<file path="src/rtl/dcbs_pkg.sv">
package dcbs_pkg;

    typedef enum logic {
        ST_HOST_OWNS = 1'b0,
        ST_SEC_OWNS  = 1'b1
    } owner_state_e;

    localparam int unsigned DEF_ADDR_W     = 16;
    localparam int unsigned DEF_DATA_W     = 8;
    localparam int unsigned DEF_PAGE_SHIFT = 8;
    localparam int unsigned DEF_OFFSET     = 32'h0000_1000;
    localparam int unsigned DEF_PAGE_TAG   = 32'h0000_00DE;

endpackage

</file>
<file path="src/rtl/dcbs_addr_offset.sv">
module dcbs_addr_offset #(
    parameter int unsigned ADDR_W = 16,
    parameter int unsigned OFFSET = 32'h1000
) (
    input  logic [ADDR_W-1:0] addr_in,
    output logic [ADDR_W-1:0] addr_out
);
    localparam logic [ADDR_W-1:0] OFS = OFFSET[ADDR_W-1:0];

    // Sum is truncated to ADDR_W bits, so it wraps modulo the address space.
    always_comb begin
        addr_out = addr_in + OFS;
    end
endmodule

</file>
<file path="src/rtl/dcbs_page_decode.sv">
module dcbs_page_decode #(
    parameter int unsigned ADDR_W     = 16,
    parameter int unsigned PAGE_SHIFT = 8,
    parameter int unsigned PAGE_TAG   = 32'hDE
) (
    input  logic [ADDR_W-1:0] bus_addr,
    input  logic              bus_req,
    input  logic              bus_we,
    output logic              switch_wr
);
    localparam int unsigned TAG_W = ADDR_W - PAGE_SHIFT;
    localparam logic [TAG_W-1:0] TAG = PAGE_TAG[TAG_W-1:0];

    logic page_hit;

    always_comb begin
        page_hit  = (bus_addr[ADDR_W-1:PAGE_SHIFT] == TAG);
        switch_wr = bus_req & bus_we & page_hit;
    end
endmodule

</file>
<file path="src/rtl/dcbs_owner_fsm.sv">
module dcbs_owner_fsm
    import dcbs_pkg::*;
(
    input  logic clk,
    input  logic rst_n,
    input  logic switch_wr,
    input  logic sel_bit,
    output logic sec_owns,
    output logic host_hold,
    output logic sec_hold
);
    owner_state_e state_q;
    owner_state_e state_d;

    // Next-state logic: HOST_TO_SEC and SEC_TO_HOST transitions.
    always_comb begin
        state_d = state_q;
        unique case (state_q)
            ST_HOST_OWNS: if (switch_wr && sel_bit)  state_d = ST_SEC_OWNS;
            ST_SEC_OWNS:  if (switch_wr && !sel_bit) state_d = ST_HOST_OWNS;
            default:      state_d = ST_HOST_OWNS;
        endcase
    end

    // State register; the new owner takes effect after the write cycle.
    always_ff @(posedge clk or negedge rst_n) begin
        if (!rst_n) state_q <= ST_HOST_OWNS;
        else        state_q <= state_d;
    end

    // Outputs decoded from the current state only.
    always_comb begin
        sec_owns  = 1'b0;
        host_hold = 1'b0;
        sec_hold  = 1'b1;
        unique case (state_q)
            ST_HOST_OWNS: begin
                sec_owns  = 1'b0;
                host_hold = 1'b0;
                sec_hold  = 1'b1;
            end
            ST_SEC_OWNS: begin
                sec_owns  = 1'b1;
                host_hold = 1'b1;
                sec_hold  = 1'b0;
            end
            default: begin
                sec_owns  = 1'b0;
                host_hold = 1'b0;
                sec_hold  = 1'b1;
            end
        endcase
    end
endmodule

</file>
<file path="src/rtl/dcbs_bus_mux.sv">
module dcbs_bus_mux #(
    parameter int unsigned ADDR_W = 16,
    parameter int unsigned DATA_W = 8
) (
    input  logic              sec_owns,
    input  logic [ADDR_W-1:0] host_addr,
    input  logic [DATA_W-1:0] host_wdata,
    input  logic              host_we,
    input  logic              host_req,
    input  logic [ADDR_W-1:0] sec_addr_ofs,
    input  logic [DATA_W-1:0] sec_wdata,
    input  logic              sec_we,
    input  logic              sec_req,
    input  logic [DATA_W-1:0] sys_rdata,
    output logic [ADDR_W-1:0] sys_addr,
    output logic [DATA_W-1:0] sys_wdata,
    output logic              sys_we,
    output logic              sys_req,
    output logic [DATA_W-1:0] host_rdata,
    output logic [DATA_W-1:0] sec_rdata
);
    localparam logic [DATA_W-1:0] IDLE_DATA = {DATA_W{1'b1}};

    always_comb begin
        if (sec_owns) begin
            sys_addr  = sec_addr_ofs;
            sys_wdata = sec_wdata;
            sys_req   = sec_req;
            sys_we    = sec_req & sec_we;
        end else begin
            sys_addr  = host_addr;
            sys_wdata = host_wdata;
            sys_req   = host_req;
            sys_we    = host_req & host_we;
        end
        host_rdata = sec_owns ? IDLE_DATA : sys_rdata;
        sec_rdata  = sec_owns ? sys_rdata : IDLE_DATA;
    end
endmodule

</file>
<file path="src/rtl/dual_cpu_bus_switch.sv">
module dual_cpu_bus_switch #(
    parameter int unsigned ADDR_W     = dcbs_pkg::DEF_ADDR_W,
    parameter int unsigned DATA_W     = dcbs_pkg::DEF_DATA_W,
    parameter int unsigned PAGE_SHIFT = dcbs_pkg::DEF_PAGE_SHIFT,
    parameter int unsigned PAGE_TAG   = dcbs_pkg::DEF_PAGE_TAG,
    parameter int unsigned OFFSET     = dcbs_pkg::DEF_OFFSET
) (
    input  logic              clk,
    input  logic              rst_n,
    input  logic [ADDR_W-1:0] host_addr,
    input  logic [DATA_W-1:0] host_wdata,
    input  logic              host_we,
    input  logic              host_req,
    output logic [DATA_W-1:0] host_rdata,
    output logic              host_hold,
    input  logic [ADDR_W-1:0] sec_addr,
    input  logic [DATA_W-1:0] sec_wdata,
    input  logic              sec_we,
    input  logic              sec_req,
    output logic [DATA_W-1:0] sec_rdata,
    output logic              sec_hold,
    output logic [ADDR_W-1:0] sys_addr,
    output logic [DATA_W-1:0] sys_wdata,
    output logic              sys_we,
    output logic              sys_req,
    input  logic [DATA_W-1:0] sys_rdata
);
    logic [ADDR_W-1:0] sec_addr_ofs;
    logic              sec_owns;
    logic              switch_wr;

    dcbs_addr_offset #(.ADDR_W(ADDR_W), .OFFSET(OFFSET)) u_ofs (
        .addr_in  (sec_addr),
        .addr_out (sec_addr_ofs)
    );

    dcbs_bus_mux #(.ADDR_W(ADDR_W), .DATA_W(DATA_W)) u_mux (
        .sec_owns     (sec_owns),
        .host_addr    (host_addr),
        .host_wdata   (host_wdata),
        .host_we      (host_we),
        .host_req     (host_req),
        .sec_addr_ofs (sec_addr_ofs),
        .sec_wdata    (sec_wdata),
        .sec_we       (sec_we),
        .sec_req      (sec_req),
        .sys_rdata    (sys_rdata),
        .sys_addr     (sys_addr),
        .sys_wdata    (sys_wdata),
        .sys_we       (sys_we),
        .sys_req      (sys_req),
        .host_rdata   (host_rdata),
        .sec_rdata    (sec_rdata)
    );

    // Decode on the system-side address, after the offset.
    dcbs_page_decode #(.ADDR_W(ADDR_W), .PAGE_SHIFT(PAGE_SHIFT), .PAGE_TAG(PAGE_TAG)) u_dec (
        .bus_addr  (sys_addr),
        .bus_req   (sys_req),
        .bus_we    (sys_we),
        .switch_wr (switch_wr)
    );

    dcbs_owner_fsm u_fsm (
        .clk       (clk),
        .rst_n     (rst_n),
        .switch_wr (switch_wr),
        .sel_bit   (sys_wdata[0]),
        .sec_owns  (sec_owns),
        .host_hold (host_hold),
        .sec_hold  (sec_hold)
    );
endmodule

</file>
<file path="config.mk">
export PLATFORM = sky130hd
export DESIGN_NAME = dual_cpu_bus_switch
export DESIGN_NICKNAME = d
export VERILOG_FILES = /design/src/rtl/dcbs_pkg.sv /design/src/rtl/dcbs_addr_offset.sv /design/src/rtl/dcbs_page_decode.sv /design/src/rtl/dcbs_owner_fsm.sv /design/src/rtl/dcbs_bus_mux.sv /design/src/rtl/dual_cpu_bus_switch.sv
export SDC_FILE = /design/constraint.sdc
export NUM_CORES = 1
export LEC_CHECK = 0
export BUFFER_PORTS_ARGS = -buffer_cell sky130_fd_sc_hd__buf_4
export CAP_MARGIN = 25
export CORE_MARGIN = 3
export CORE_UTILIZATION = 23
export DETAILED_ROUTE_END_ITERATION = 6
export PLACE_DENSITY_LB_ADDON = 0.08
export SLEW_MARGIN = 20
export SYNTH_ARGS = -nofsm -noshare
export SYNTH_HDL_FRONTEND = slang
export SYNTH_SLANG_ARGS = --single-unit
export TNS_END_PERCENT = 30
</file>
<file path="constraint.sdc">
create_clock -name clk -period 1.58 [get_ports clk]
set_input_delay 0 -clock clk [delete_from_list [all_inputs] [get_ports clk]]
set_output_delay 0 -clock clk [all_outputs]
set_load 0.005 [all_outputs]
</file>
# After elaboration in Yosys (flattened, before gate mapping)
# Cells that the tools add are included.
# Widths: inputs -> output; s select.
[word_totals]
register_bits = 1
in_bits = 62
out_inout_bits = 44
wordCells = 22
[op_classes]
addsub = 1
eq_ne = 1
muxes = 11
n_bitwise = 5
n_reduce_logical = 3
[ops]
columns = ["operator", "count"]
rows = [
  ["$mux 8", 3],
  ["$add 16x13->16 const B", 1],
  ["$mux 16", 1],
  ["$eq 8x8->1 const B", 1],
  ["$pmux 1 s2", 3],
  ["$and 1x1->1", 4],
  ["$mux 1", 4],
  ["$logic_and 1x1->1", 2],
  ["$logic_not 1->1", 1],
  ["$not 1->1", 1],
]

# Depth between registers and ports, before layout
# Gate-level depths: netlist of run 1.
[logic_depth]
depth_word = 8
depth_mapped = 6
depth_no_buf = 5

# By module
# Synthesis of run 1 repeated with hierarchy kept, for this count alone.
[unflattened]
hier_cells = 74
area_unflattened_um2 = 762.0
[by_module_without_submodules]
columns = ["module", "n_inst", "cells_each", "area_each_um2", "seq_area_each_um2"]
rows = [
  ["dcbs_bus_mux", 1, 49, 545.5, 0.0],
  ["dcbs_addr_offset", 1, 17, 133.9, 0.0],
  ["dcbs_owner_fsm", 1, 4, 51.3, 25.0],
  ["dcbs_page_decode", 1, 4, 31.3, 0.0],
]

# Worst setup path before layout of run 1
# No wires, ideal clock.
[synth_path]
path_kind = "reg-to-reg"
start = "reg with a tool-made name"
end = "reg with a tool-made name"
t_arrival_ns = 1.497
slack_ns = -0.042
path_stages_with_launch = 7
n_path_buf = 1
cell_sequence = "dfrtp_1 -> buf_6 -> nand4b_1 -> o31ai_1 -> o211ai_1 -> nor4b_2 -> mux2_2"

==> results.md, run 1 <==
* DRC at 0
* CTS clk-pin slew, worst paths at 0 ns
* P&R area growth vs syn at 152.5%
* Largest net degree at the start of global routing at 30
* IO Count at 106
* Worst r2r path cells at 5
* Share of the synthesized area in the top cell type at 0.4333
* Row cnt at 17
* Setup ws final at -0.1003 ns
* First-pass GRT wire length at 3974 um
* Yosys reg bits at 1
* Design Power at 314.1 uW
* Insertion delay to the later sink of the worst-skew pair at 0 ns
* Wire length per cell at 12.30 um
* Reg-to-reg slack, setup at -0.10 ns
* Worst Hold Margin at 0.2582 ns
* Slew margin rel. at 0.8492
* Placed wire-length estimate at 2257 um
* Failing checks: negative setup slack
* Vias in the first global route at 917
* Starting Density at 0.2512
* Setup TNS at -0.1003 ns
* Lkg Pwr at 0.7405 nW
* Largest cells by area after synthesis: mux2_2, nand2b_1, or2_2, nor2_1, dfrtp_1
* Die ar. at 3120 um^2
* Antenna diodes at 0
* Status: finished with violations
* P per Cell Area at 217.5 nW/um^2
* Setup CP Type: reg -> reg
* Core Region at 2276 um^2
* Place WS at -0.1244 ns
* Max Transition Viols Final at 0
* Tcrit/Tclk final at 1.063
* Die width at 55.86 um
* Vias/cell at 4.502
* Slew @ Worst Pin at 0.2252 ns
* Setup crit start kind: flip-flop
* Total Nets Final at 242
* Max Cap Violations at 0
* RSZ-0062 raised after global routing: yes
* Die height at 55.86 um
* Critical path arrival at 1.55 ns
* Routed wire length at 2522 um
* Hold Fails Final Rpt at 0
* Most area-hungry cell type in the Yosys netlist: mux2_2
* Avg Synthesized Cell Area at 8.287 um^2
* Critical-path maximum fanout at 6
* Fin crit period at 1.680 ns
* Mapped Nets at 132
* Final ANT Viol Nets at 0
* Hold WC Path Type: in -> out
* Initial antenna violation count at 0
* Fraction of layout cells with a size suffix above 1 at 0.8475
* Iteration-0 DRC Markers at 15
* CP endpoint kind: flip-flop
* Seq/Total Area, Yosys at 0.04376
* Buffers on Ports at 105
* Post-Syn Instances at 69
* Synth Cell Area at 571.8 um^2
* Fin Clk Skew at 0 ns
* Distinct cells, synth at 23
* Peak VDD IR at 0.0001843 V
* Pre-antenna DRT Iters at 4
* Peak Freq at 595.1 MHz
* GPL Wtd Cong at 0.8538
* Total gr overflow at 0
* Worst path required time at 1.45 ns
* GRT Total Usage at 0.1443
* Via Count at 923
* Synth Warn # at 0
* # setup viols final at 1
cell usage in the layout, fill, tap and decap left out, drive strengths merged:
cell,count
a21o,1
a21oi,2
a32o,1
and2b,1
and4,1
buf,113
dfrtp,1
dlygate4sd3,1
ha,1
inv,1
mux2,22
nand2,1
nand2b,8
nand3,1
nand4b,2
nor2,7
nor4b,1
o211ai,1
o31ai,1
or2,8
xnor2,2
cell type report:
class                   instances  area, um^2
inverters                       1       3.754
fillers                       197       832.0
multi-input cells              61       513.0
well taps                      28       35.03
repair buffers                114       865.8
flip-flops and latches          1       26.28
metal layers:
layer / global-route usage / wire length [um]
met4: 0 / 0
met5: 0 / 0
met1: 0.1612 / 882
met2: 0.2889 / 1351
met3: 0.03480 / 289
Yosys cell counts:
| cell | number |
|---|---|
| mux2_2 | 22 |
| nand2b_1 | 8 |
| or2_2 | 8 |
| nor2_1 | 7 |
| a21oi_1 | 2 |
| buf_2 | 2 |
| clkbuf_1 | 2 |
| nand4b_1 | 2 |
| xnor2_1 | 2 |
| a21o_1 | 1 |
| a32o_1 | 1 |
| and2b_2 | 1 |
| and4_2 | 1 |
| buf_4 | 1 |
| buf_6 | 1 |
| dfrtp_1 | 1 |
| ha_1 | 1 |
| inv_1 | 1 |
| nand2_1 | 1 |
| nand3_1 | 1 |
| nor4b_2 | 1 |
| o211ai_1 | 1 |
| o31ai_1 | 1 |
kinds of logic (layout without fill, tap and decap cells):
group,after synthesis,after routing,synth area share
simple gates,30,30,0.3260
xor+xnor,2,2,0.03064
flops,1,1,0.04376
mux,22,22,0.4333
buf+inv,7,115,0.07002
compound gates,6,6,0.07441
fa+ha+maj,1,1,0.02188
report_power, final:
part           total, mW  switching [mW]  internal [mW]
Combinational      0.287          0.0807          0.206
Clock                  0               0              0
Sequential        0.0273        0.000806         0.0265
Total              0.314          0.0815          0.233
through the flow:
step | instance area [um^2] | util | instances
global placement | 1396 | 0.6135 | 201
detailed placement | 1396 | 0.6135 | 201
CTS | 1416 | 0.6223 | 202
global route | 1444 | 0.6344 | 205
finish | 1444 | 0.6344 | 205
floorplan | 571.8 | - | 69
worst max-delay path, stage by stage, from the launching register on:
cell and delay [ns]:
dfrtp_2 0.43, and2b_2 0.24, a32o_2 0.13, o211ai_1 0.11
nor4b_2 0.28, mux2_2 0.36
worst min path at each step:
stage,from,end,cells past startpoint
6_report,sys_rdata[7],host_rdata[7],3
5_1_grt,sys_rdata[4],host_rdata[4],3
4_1_cts,sys_rdata[4],host_rdata[4],3
3_5_place_dp,rst_n,async pin,1
3_3_place_gp,rst_n,async pin,1
2_1_floorplan,rst_n,async pin,0
what timing repair did:
| item | CTS | global route |
|---|---|---|
| hold buffers | 1 | 0 |
| endpoints found under the hold margin | 1 | 0 |
| gates resized for setup | 3 | 3 |
| buffers inserted | 0 | 3 |
| setup endpoints to repair | 1 | 1 |
| pin swaps | 0 | 5 |
Note: power is estimated with default switching activity, not from simulation.
==> run 2: changes to the inputs <==
Settings changed: CORE_MARGIN 3 to not set, CTS_BUF_LIST set to sky130_fd_sc_hd__clkbuf_8 sky130_fd_sc_hd__clkbuf_16.
==> run 2 against run 1 <==
The flow still finishes with violations (negative setup slack). Cell count fell by 0.98%. Clock skew unchanged. First-iteration DRC count decreased by 47%. Sequential share of layout area hardly changed. Worst setup slack better by 0.073 ns. Sequential power barely moved. Power fell by 0.88%. Flip-flop and latch count stayed put. Core utilization down 0.82 points.
==> results.md, run 2 (same netlist as run 1, synthesis figures left out) <==
* Setup ws final at -0.02769 ns (was -0.1003 ns)
* Largest net degree at the start of global routing at 22 (was 30)
* Critical-path maximum fanout at 6 (unchanged)
* Vias in the first global route at 746 (was 917)
* Hold Path Depth at 3 (unchanged)
* Total gr overflow at 0 (unchanged)
* Tcrit/Tclk final at 1.018 (was 1.063)
* Final ANT Viol Nets at 0 (unchanged)
* Most frequent cells in the layout: buf_4, mux2_2, or2_2, nand2b_1, nor2_1 (unchanged)
* Reg-to-reg slack, setup at -0.03 ns (was -0.10 ns)
* Die width at 51.86 um (was 55.86 um)
* Status: finished with violations (unchanged)
* Total Nets Final at 240 (was 242)
* Max Transition Viols Final at 0 (unchanged)
* Worst path required time at 1.45 ns (about the same)
* P&R area growth vs syn at 149.2% (was 152.5%)
* Hold WC Path Type: in -> out (unchanged)
* Peak VDD IR at 0.0001722 V (was 0.0001843 V)
* Placed wire-length estimate at 2061 um (was 2257 um)
* Commonest non-fill, non-tap cell in the layout: buf_4 (unchanged)
* Row cnt at 17 (unchanged)
* Setup crit start kind: flip-flop (unchanged)
* Slew margin rel. at 0.8543 (was 0.8492)
* Failing checks: negative setup slack (unchanged)
* CP endpoint kind: flip-flop (unchanged)
* Worst Hold Margin at 0.2582 ns (about the same)
* CTS clk-pin slew, worst paths at 0 ns (about the same)
* Fin Clk Skew at 0 ns (unchanged)
* Postcts setup bufs at 0 (unchanged)
* Share of power burned in combinational logic at 0.913 (about the same)
* Starting Density at 0.2512 (unchanged)
* GR Layer Usage met3 at 0.03509 (was 0.03480)
* Iteration-0 DRC Markers at 8 (was 15)
* NetSw at 80.96 uW (was 81.53 uW)
* Worst r2r path cells at 5 (unchanged)
* First-pass GRT wire length at 3105 um (was 3974 um)
* Critical path arrival at 1.48 ns (was 1.55 ns)
* Fraction of layout cells with a size suffix above 1 at 0.8400 (was 0.8475)
* Hold Fails Final Rpt at 0 (unchanged)
* GRT Total Usage at 0.1475 (was 0.1443)
* Die height at 51.86 um (was 55.86 um)
* Insertion delay to the later sink of the worst-skew pair at 0 ns (about the same)
* Peak Freq at 622.0 MHz (was 595.1 MHz)
* Worst Hold Launch: sys_rdata[7] (unchanged)
* GPL Wtd Cong at 0.6363 (was 0.8538)
* Setup TNS at -0.02769 ns (was -0.1003 ns)
* Routed wire length at 2340 um (was 2522 um)
* Power Internal at 230.4 uW (was 232.5 uW)
* P per Cell Area at 218.5 nW/um^2 (was 217.5 nW/um^2)
* Clock share of power at 0 (about the same)
* Initial antenna violation count at 0 (unchanged)
* Vias/cell at 4.458 (was 4.502)
* Wire length per cell at 11.53 um (was 12.30 um)
* Buffers on Ports at 105 (unchanged)
* Place WS at -0.04592 ns (was -0.1244 ns)
* Met2 GRT Util at 0.3013 (was 0.2889)
* Lkg Pwr at 0.7297 nW (was 0.7405 nW)
* Most Used Layer, Global Route: met2 (unchanged)
* Pre-antenna DRT Iters at 2 (was 4)
* # setup viols final at 1 (unchanged)
* RSZ-0062 raised after global routing: yes (unchanged)
* DRC at 0 (unchanged)
* Core Region at 2276 um^2 (unchanged)
* Slew @ Worst Pin at 0.2181 ns (was 0.2252 ns)
* Fin crit period at 1.608 ns (was 1.680 ns)
* Die ar. at 2689 um^2 (was 3120 um^2)
* IO Count at 106 (unchanged)
* Setup CP Type: reg -> reg (unchanged)
* Hold path endpoint: host_rdata[7] (unchanged)
* Sw Ratio at 0.2601 (was 0.2596)
* M1 GR Usage at 0.1571 (was 0.1612)
* Via Count at 905 (was 923)
* Antenna diodes at 0 (unchanged)
* Max Cap Violations at 0 (unchanged)
* Flop pwr share at 0.087 (about the same)
run 2: cell count changes in the layout (fill, tap and decap cells not counted), sizes merged:
cell / change
buf: -2
run 2: worst max path at each step:
stage / from / to / slack (ns)
2_1_floorplan: flip-flop / flip-flop / -0.007
3_3_place_gp: flip-flop / flip-flop / -0.004
3_5_place_dp: flip-flop / flip-flop / -0.05
4_1_cts: flip-flop / flip-flop / -0.05
5_1_grt: flip-flop / flip-flop / -0.12
6_report: flip-flop / flip-flop / -0.03
run 2: what timing repair did:
action                                  in CTS  in global routing
endpoints found under the setup margin       1                  1
hold endpoints to repair                     1                  0
gates resized for setup                      0                  4
hold buffers                                 1                  0
run 2: metrics by stage:
step / std cells / cell area, um^2 / total power [mW] / util
after floorplan: 69 / 571.8 / 0.1102 / -
after global placement: 202 / 1404 / 0.3045 / 0.6168
after CTS: 203 / 1414 / 0.3132 / 0.6212
after global routing: 203 / 1425 / 0.3322 / 0.6262
final: 203 / 1425 / 0.3113 / 0.6262
after detailed placement: 202 / 1404 / 0.3099 / 0.6168
run 2: worst max-delay path: stages, from the launching register on:
cell,delay (ns)
dfrtp_2,0.38
inv_1,0.10
o31ai_2,0.26
o211ai_1,0.14
nor4b_2,0.24
mux2_2,0.36
run 2: routing by layer:
layer	wire length, um	up-vias
li1	-	457
met1	766	397
met2	1300	51
met3	273	0
met4	0	0
met5	0	-
run 2: final cells by class:
cell class / instances / area, um^2
inverter: 1 / 3.754
tap: 28 / 35.03
fill: 193 / 850.8
timing repair buffer: 112 / 847.1
multi-input combinational: 61 / 513.0
sequential: 1 / 26.28
run 2: power by group through the flow:
stage,sequential (mW),clock (mW),combinational [mW]
CTS,0.0270,0,0.286
floorplan,0.0269,0,0.0833
detailed placement,0.0270,0,0.283
finish,0.0271,0,0.284
global placement,0.0269,0,0.278
global route,0.0272,0,0.305
==> run 3: changes to the inputs <==
Settings changed: CORE_ASPECT_RATIO set to 1.1, CORE_UTILIZATION 23 to 24, CTS_BUF_LIST sky130_fd_sc_hd__clkbuf_8 sky130_fd_sc_hd__clkbuf_16 to sky130_fd_sc_hd__clkbuf_8, GPL_ROUTABILITY_DRIVEN set to 0.
==> run 3 against run 2 <==
First-iteration DRC count decreased by 75%. Design area shrank 0.53%. Sequential power is essentially flat. Sequential share of layout area about the same. Flip-flop and latch count unchanged. The flow still finishes with violations (negative setup slack). Worst setup slack worse by 0.024 ns. Die area fell by 4.0%.
==> results.md, run 3 (same netlist as run 1, synthesis figures left out) <==
* Hold Path Depth at 3 (unchanged)
* Die height at 53.20 um (was 51.86 um)
* IO Count at 106 (unchanged)
* Die ar. at 2582 um^2 (was 2689 um^2)
* Slowest cell delay on critical path at 0.41 ns (was 0.38 ns)
* Setup TNS at -0.05135 ns (was -0.02769 ns)
* Initial antenna violation count at 0 (unchanged)
* Worst r2r path cells at 5 (unchanged)
* Final ANT Viol Nets at 0 (unchanged)
* Setup ws final at -0.05135 ns (was -0.02769 ns)
* Postcts setup bufs at 0 (unchanged)
* Sw Ratio at 0.2572 (was 0.2601)
* Status: finished with violations (unchanged)
* Buffers on Ports at 105 (unchanged)
* Final Instance Count excl. Fillers at 205 (was 203)
* Hold Fails Final Rpt at 0 (unchanged)
* Row cnt at 18 (was 17)
* DRC at 0 (unchanged)
* Iteration-0 DRC Markers at 2 (was 8)
* Core Region at 2252 um^2 (was 2276 um^2)
* Routed wire length at 2208 um (was 2340 um)
* Most frequent cells in the layout: buf_4, mux2_2, or2_2, nand2b_1, nor2_1 (unchanged)
* Filler instances at 213 (was 193)
* RSZ-0062 raised after global routing: yes (unchanged)
* Vias/cell at 4.410 (was 4.458)
* Hold path endpoint: host_rdata[4] (was host_rdata[7])
* Placed wire-length estimate at 1987 um (was 2061 um)
* Setup CP Type: reg -> reg (unchanged)
* Peak VDD IR at 0.0001412 V (was 0.0001722 V)
* First-pass GRT wire length at 3084 um (was 3105 um)
* Placed cell count at 204 (was 202)
* CP endpoint kind: flip-flop (unchanged)
* Total gr overflow at 0 (unchanged)
* Antenna diodes at 0 (unchanged)
* Max Cap Violations at 0 (unchanged)
* Critical path arrival at 1.51 ns (was 1.48 ns)
* Critical-path maximum fanout at 6 (unchanged)
* Commonest non-fill, non-tap cell in the layout: buf_4 (unchanged)
* Area occupied by multi-input gates at 506.7 um^2 (was 513.0 um^2)
* Fin crit period at 1.631 ns (was 1.608 ns)
* NetSw at 79.12 uW (was 80.96 uW)
* Fraction of layout cells with a size suffix above 1 at 0.8286 (was 0.8400)
* CTS clk-pin slew, worst paths at 0 ns (about the same)
* Worst Hold Launch: sys_rdata[4] (was sys_rdata[7])
* Hold WC Path Type: in -> out (unchanged)
* Vias in the first global route at 761 (was 746)
* Flop pwr share at 0.088 (was 0.087)
* Share of power burned in combinational logic at 0.912 (was 0.913)
* Lkg Pwr at 0.7230 nW (was 0.7297 nW)
* Worst path cell trace: and2b_2 -> a32o_1 -> o211ai_1 -> nor4b_2 -> mux2_2 (was inv_1 -> o31ai_2 -> o211ai_1 -> nor4b_2 -> mux2_2)
* # setup viols final at 1 (unchanged)
* Largest net degree at the start of global routing at 21 (was 22)
* Tcrit/Tclk final at 1.032 (was 1.018)
* Clock share of power at 0 (about the same)
* Fin Clk Skew at 0 ns (unchanged)
* Via Count at 904 (was 905)
* Slew @ Worst Pin at 0.2304 ns (was 0.2181 ns)
* Max Transition Viols Final at 0 (unchanged)
* Insertion delay to the later sink of the worst-skew pair at 0 ns (about the same)
* Setup crit start kind: flip-flop (unchanged)
* CP max-delay cell: dfrtp_2 (unchanged)
* Wire length per cell at 10.77 um (was 11.53 um)
* Reg area at 26.28 um^2 (unchanged)
* P&R area growth vs syn at 147.9% (was 149.2%)
* Slew margin rel. at 0.8460 (was 0.8543)
* Pre-antenna DRT Iters at 2 (unchanged)
* Reg-to-reg slack, setup at -0.05 ns (was -0.03 ns)
* P per Cell Area at 217.0 nW/um^2 (was 218.5 nW/um^2)
* Worst path required time at 1.45 ns (about the same)
* Failing checks: negative setup slack (unchanged)
* Die width at 48.54 um (was 51.86 um)
* GRT Total Usage at 0.1453 (was 0.1475)
* Total Nets Final at 240 (unchanged)
* Starting Density at 0.2539 (was 0.2512)
* Power Internal at 228.5 uW (was 230.4 uW)
* Peak Freq at 613.0 MHz (was 622.0 MHz)
## run 3: how the worst max path moves through the flow
| stage | from | to | slack, ns |
|---|---|---|---|
| after global routing | flip-flop | flip-flop | -0.15 |
| after CTS | flip-flop | flip-flop | -0.10 |
| after floorplan | flip-flop | flip-flop | -0.007 |
| final | flip-flop | flip-flop | -0.05 |
| after detailed placement | flip-flop | flip-flop | -0.10 |
| after global placement | flip-flop | flip-flop | -0.03 |
## run 3: layer usage
metal  share of wire  up-vias  global-route usage
li1                -      457                   -
met1            0.37      394              0.1692
met2            0.53       53              0.2934
met3           0.099        0             0.02586
met4               0        0                   0
met5               0        -                   0
## run 3: stage by stage
stage	worst slack (ns)	total power [mW]	hold slack [ns]	utilization	area, um^2
finish	-0.05135	0.3076	0.2564	0.6294	1418
global route	-0.1466	0.3301	0.2670	0.6294	1418
CTS	-0.1038	0.3107	0.2592	0.6289	1416
detailed placement	-0.1038	0.3077	-0.2240	0.6244	1406
global placement	-0.02837	0.3040	-0.2243	0.6244	1406
floorplan	-0.007144	0.1102	-0.2956	-	571.8
## run 3: area by class of cell
| type | count | area share |
|---|---|---|
| flip-flops and latches | 1 | 0.01853 |
| well taps | 30 | 0.02648 |
| multi-input cells | 61 | 0.3575 |
| repair buffers | 112 | 0.5949 |
| inverters | 1 | 0.002648 |
## run 3: power by group through the flow
stage	Combinational [mW]	Sequential, mW	Clock [mW]
finish	0.281	0.0271	0
global route	0.303	0.0272	0
CTS	0.284	0.0270	0
detailed placement	0.281	0.0270	0
global placement	0.277	0.0269	0
floorplan	0.0833	0.0269	0
## run 3: what timing repair did
action,in CTS,in global routing
resized for setup,0,1
pin swaps,0,0
endpoints found under the hold margin,1,0
endpoints found under the setup margin,1,1
hold buffers,1,0
## run 3: worst max-delay path: cells and delay by family, from the launching register on
kind | cells | cell delay [ns]
DFF | 1 | 0.41
muxes | 1 | 0.36
AOI/OAI and AO/OA | 2 | 0.24
and+or+nand+nor | 2 | 0.49
